## src/rtl/crf_masklogic.sv

```systemverilog
module crf_masklogic #(
  parameter int XLEN   = 64,
  parameter int OPCODE = 19
) (
  input  logic            clk,
  input  logic            rst_n,
  input  logic            insn_valid,
  output logic            insn_ready,
  input  logic [31:0]     insn,
  output logic [4:0]      int_rd_addr,
  input  logic [XLEN-1:0] int_rd_data,
  output logic            int_wr_en,
  output logic [4:0]      int_wr_addr,
  output logic [XLEN-1:0] int_wr_data,
  output logic            illegal,
  output logic [31:0]     cr_flat
);
  localparam int NFLD = 8;

  logic [3:0] fld [NFLD];
  logic       rdy_q, bitop_q;

  logic [5:0] op;
  logic [4:0] f6;
  logic       flag, zbit, rc;
  logic [3:0] mask, mode, src, hit_src, hit_int, fval, keep;
  logic [2:0] fa, fidx;
  logic [1:0] sel, bpos;
  logic       bad, b_lsb, red, fw, iw, accept;
  logic       unused_bits;

  assign op   = insn[31:26];
  assign f6   = insn[25:21];
  assign flag = insn[20];
  assign mask = insn[19:16];
  assign fa   = insn[15:13];
  assign sel  = insn[12:11];
  assign zbit = insn[5];
  assign mode = insn[4:1];
  assign rc   = insn[0];
  assign unused_bits = ^{insn[10:6], int_rd_data[XLEN-1:1]};

  assign int_rd_addr = f6;
  assign insn_ready  = rdy_q;
  assign accept      = insn_valid & rdy_q;
  assign bad         = (op != OPCODE[5:0]) | zbit;

  assign src     = fld[fa];
  assign b_lsb   = (f6 != 5'd0) & int_rd_data[0];
  assign hit_src = mask & ~(mode ^ src);
  assign hit_int = mask & ~(mode ^ {4{b_lsb}});
  assign red     = flag ? |hit_src : &hit_src;
  assign bpos    = 2'd3 - f6[4:3];

  always_comb begin
    fw   = 1'b0;
    iw   = 1'b0;
    fidx = f6[4:2];
    keep = flag ? (fld[f6[4:2]] & ~mask) : 4'b0000;
    fval = 4'b0000;
    case (sel)
      2'b00: iw = 1'b1;
      2'b01: begin
        fw   = 1'b1;
        fidx = fa;
        fval = hit_int | (flag ? (fld[fa] & ~mask) : 4'b0000);
      end
      2'b10: begin
        fw   = 1'b1;
        fidx = f6[2:0];
        fval = fld[f6[2:0]];
        fval[bpos] = red;
      end
      default: begin
        fw   = 1'b1;
        fval = rc ? (((mask & src) | keep) ^ mode) : (hit_src | keep);
      end
    endcase
    if (bad) begin
      fw = 1'b0;
      iw = 1'b0;
    end
  end

  always_ff @(posedge clk) begin
    if (!rst_n) begin
      rdy_q       <= 1'b0;
      bitop_q     <= 1'b0;
      int_wr_en   <= 1'b0;
      int_wr_addr <= 5'd0;
      int_wr_data <= '0;
      illegal     <= 1'b0;
      for (int i = 0; i < NFLD; i++) fld[i] <= 4'b0000;
    end else begin
      rdy_q     <= 1'b1;
      int_wr_en <= accept & iw;
      illegal   <= accept & bad;
      bitop_q   <= accept & ~bad & (sel == 2'b10);
      if (accept & iw) begin
        int_wr_addr <= f6;
        int_wr_data <= {{(XLEN-1){1'b0}}, red};
      end
      if (accept & fw) fld[fidx] <= fval;
    end
  end

  for (genvar g = 0; g < NFLD; g++) begin : g_flat
    assign cr_flat[31-4*g -: 4] = fld[g];
  end

  AST_INT_UPPER_ZERO: assert property (@(posedge clk) disable iff (!rst_n)
    int_wr_en |-> (int_wr_data[XLEN-1:1] == '0));
  AST_INT_KEEPS_FIELDS: assert property (@(posedge clk) disable iff (!rst_n)
    int_wr_en |-> (cr_flat == $past(cr_flat)));
  AST_ILLEGAL_NO_EFFECT: assert property (@(posedge clk) disable iff (!rst_n)
    illegal |-> (!int_wr_en && cr_flat == $past(cr_flat)));
  AST_IDLE_NO_EFFECT: assert property (@(posedge clk) disable iff (!rst_n)
    !(insn_valid && insn_ready) |=> (!int_wr_en && !illegal && $stable(cr_flat)));
  AST_SINGLE_BIT_CHANGE: assert property (@(posedge clk) disable iff (!rst_n)
    bitop_q |-> ($countones(cr_flat ^ $past(cr_flat)) <= 1));
endmodule

```

## config.mk

```make
export PLATFORM = sky130hd
export DESIGN_NAME = crf_masklogic
export DESIGN_NICKNAME = d
export VERILOG_FILES = /design/src/rtl/crf_masklogic.sv
export SDC_FILE = /design/constraint.sdc
export NUM_CORES = 1
export LEC_CHECK = 0
export BUFFER_PORTS_ARGS = -buffer_cell sky130_fd_sc_hd__buf_2
export CAP_MARGIN = 20
export CELL_PAD_IN_SITES_DETAIL_PLACEMENT = 0
export CELL_PAD_IN_SITES_GLOBAL_PLACEMENT = 2
export CORE_UTILIZATION = 23
export CTS_BUF_LIST = sky130_fd_sc_hd__clkbuf_8
export CTS_CLUSTER_DIAMETER = 120
export DETAILED_ROUTE_END_ITERATION = 8
export PLACE_DENSITY_LB_ADDON = 0.2
export SLEW_MARGIN = 20
export SYNTH_ARGS = -nofsm -noshare
export SYNTH_HDL_FRONTEND = slang
export SYNTH_SLANG_ARGS = --single-unit
```

## constraint.sdc

```tcl
create_clock -name clk -period 3.24 [get_ports clk]
set_input_delay 0.648 -clock clk [delete_from_list [all_inputs] [get_ports clk]]
set_output_delay 0.648 -clock clk [all_outputs]
set_load 0.02 [all_outputs]
```

==> impl_results.md <==
* Worst Tran Pin Value at ~740 ps
* CTS hold repair buffers at 0
* Num rows at 45
* Tightest Hold Check Type: reg -> reg
* RePlAce Congestion at 0.7653
* Routed Antenna Nets at 0
* Most frequent CP cell: mux2_2
* Area occupied by multi-input gates at 2158 um2
* Crit path max-delay family: multiplexers
* Part of the Yosys area used for sequential elements at 0.3135
* Number of DRC markers in iteration 0 at 211
* Placed cell areas at approximately 4200 um2
* Ys async rst share at 0
* Period utilization at 0.9287
* Ratio of cells with drive above 1 in the final layout at 0.3062
* Worst Path Required at 3270 ps
* Root buffer cell: clkbuf_8
* Setup CP Type: in -> reg
* Run status: finished, final reports clean
* Max cap viols at 0
* Crit-path slowest cell: o41ai_4
* Resized cells post-CTS at 2
* Mapped cell area at 3640 um2
* DR vias/cell at 4.424
* Buffers plus inverters on the worst setup path at 2
* Post-synth EDFFs at 32
* Fmax at 332.4 MHz
* Sequential Area at 1141 um2
* Most frequent cells in the layout: buf_2 (76), conb_1 (63), mux2i_1 (33), edfxtp_1 (32), nand2_1 (31)
* Cell area after layout at 4323 um2
* WP data arrival at a little over 3000 ps
* DR DRC count at 0
* Pre-Repair DR Iteration Count at 4
* Slew HR at 0.5070
* Diode count at 0
* Largest net degree at the start of global routing at 18
* Clock Sinks at 41
* Core area at 15,310 um2
* Nets at 556
* First-pass GRT wire length at between 15 and 20 mm
* Total Wirelength at 11.30 mm
* Die footprint at 16,330 um2
* Max FO, Critical Path at 8
* Minimum clock period at 3009 ps
* Worst VDD drop at about 0.00019 V
* H-tree depth at 2
* Antenna violations before repair at 0
* Total grt overflow at 0
* Final hold vios at 0
* Slowest stage delay, CP at between 600 and 700 ps
* Synth unique cells at 48
* Top FF cell, synth: edfxtp_1
* Skew final at 9.123 ps
* Crit-path cells: buf_2 -> mux2_2 -> mux4_2 -> mux2_2 -> a41oi_1 -> buf_4 -> o41ai_4 -> a211oi_1
* I/O pins at between 200 and 250
* Vias in the first global route at 2,809
* Finish-stage setup viols at 0
* TritonCTS clock tree: yes
* CP startpoint kind: input port
* Post-CTS setup buffer count at 0
* Slew Viols, Final at 0
* Detailed placement HPWL at 9.226 mm
* Clk buf depth at 2
* Latest clock arrival within the worst-skew pair at 310 ps
* TritonCTS Buffers at 5
* DR vias at 2,942
* Syn-to-layout area delta at 18.77%
* Initial Util at 0.2377
* Ys Warns at 0
* GRT Overall Usage at 0.1386
* Die span in y at between 100 and 150 um
* Synthesized area per cell at about 10 um2
* Seq cells post-synth at 41
* Most common cell after layout, fill and taps aside: buf_2
* Worst hold margin at 470.8 ps
* # port buffers at 76
* Fillcell total at 1,639
* PD cells at 352.6 nW/um2
* Die width at ~130 um
* Gate Count Post-Synth at 363
* Pleak at 1.825 nW
* CTS clk-pin slew, worst paths at 90 ps
* CP endpoint kind: register
* Avg WL per Cell at 16.99 um
* Unrepaired setup endpoints after global routing: no
## report_power, final
group          leakage (nW)  internal, W  switching (W)
combinational          1.35     0.000145       0.000269
clock                0.0687     0.000310       0.000203
sequential            0.403     0.000580      0.0000180
## path summary, 6_finish.rpt
kind                   from             end  slack (ps)  depth (start not counted)
max reg2reg       fld[4][3]       fld[7][0]         320                          7
max                insn[13]       fld[7][0]         230                          8
min          int_wr_data[0]  int_wr_data[0]         470                          2
min reg2reg  int_wr_data[0]  int_wr_data[0]         470                          2
## registers in the layout, indices dropped and copies added, names as in the netlist
register and cells:
int_wr_data 1, fld 32, int_wr_en 1, insn_ready 1, int_wr_addr 5, illegal 1
## logic make-up (layout without fill, tap and decap cells)
family | Yosys count | in the layout | share of synthesized area
XOR/XNOR | 8 | 8 | 0.01925
adder cells (fa/ha/maj) | 4 | 4 | 0.01375
other | 1 | 63 | 0.001030
multiplexers | 57 | 57 | 0.2052
flip-flops | 41 | 41 | 0.3135
AO/OA/AOI/OAI | 84 | 84 | 0.1736
buffers and inverters | 89 | 118 | 0.1667
AND/OR/NAND/NOR | 79 | 79 | 0.1069
## through the flow
stage                     setup WS [ps]   power, W  std cells  setup TNS, ps    util
after floorplan                   81.67  0.0009393        425              0       -
after global placement           -348.1   0.001016        657          -7042  0.2711
after detailed placement         -338.1   0.001019        657          -7169  0.2711
after CTS                         12.80   0.001533        665              0  0.2815
after global routing              65.43   0.001592        665              0  0.2823
final                             231.2   0.001524        665              0  0.2823
## worst reg2reg max path, cell delays in order (launching register included)
cell and delay, ps:
edfxtp_1 460, mux2_1 310, mux4_2 510, mux2_2 290, a41oi_1 120, buf_4 190, o41ai_4 610, a211oi_1 170
## cells in the mapped netlist (all sizes together), types with 2 or more instances
| cell type | number | area share |
|---|---|---|
| nand2b | 7 | 0.012 |
| a21boi | 3 | 0.0062 |
| nand2 | 31 | 0.032 |
| mux2i | 33 | 0.091 |
| xor2 | 4 | 0.0096 |
| clkbuf | 8 | 0.0083 |
| a22oi | 5 | 0.010 |
| and2 | 4 | 0.0069 |
| xnor2 | 4 | 0.0096 |
| buf | 74 | 0.15 |
| o41ai | 5 | 0.020 |
| a21oi | 13 | 0.018 |
| edfxtp | 32 | 0.26 |
| a311oi | 2 | 0.0048 |
| mux4 | 13 | 0.080 |
| a211oi | 27 | 0.056 |
| nor2b | 10 | 0.017 |
| o211ai | 3 | 0.0062 |
| and3 | 2 | 0.0034 |
| inv | 7 | 0.0072 |
| a21o | 2 | 0.0041 |
| dfxtp | 9 | 0.050 |
| nand3b | 2 | 0.0041 |
| or3 | 2 | 0.0034 |
| mux2 | 11 | 0.034 |
| o21ai | 8 | 0.011 |
| nor3 | 2 | 0.0028 |
| o22ai | 9 | 0.015 |
| nand3 | 4 | 0.0055 |
| nor2 | 11 | 0.011 |
| ha | 4 | 0.014 |
| or2 | 2 | 0.0034 |
## routing by layer
metal / GRT usage / wire [um] / vias up
li1: - / - / 1412
met1: 0.1790 / 5114 / 1454
met2: 0.2414 / 5632 / 70
met4: 0.03322 / 110 / 0
met3: 0.02129 / 441 / 6
met5: 0 / 0 / -
## cell type report
type / instances / share of cell area
flip-flops and latches: 41 / 0.2640
clock inverters: 3 / 0.01592
repair buffers: 103 / 0.1378
multi-input cells: 295 / 0.4993
inverters: 7 / 0.006078
well taps: 211 / 0.06107
clock buffers: 5 / 0.01592
Power figures use the tool's default switching activity.
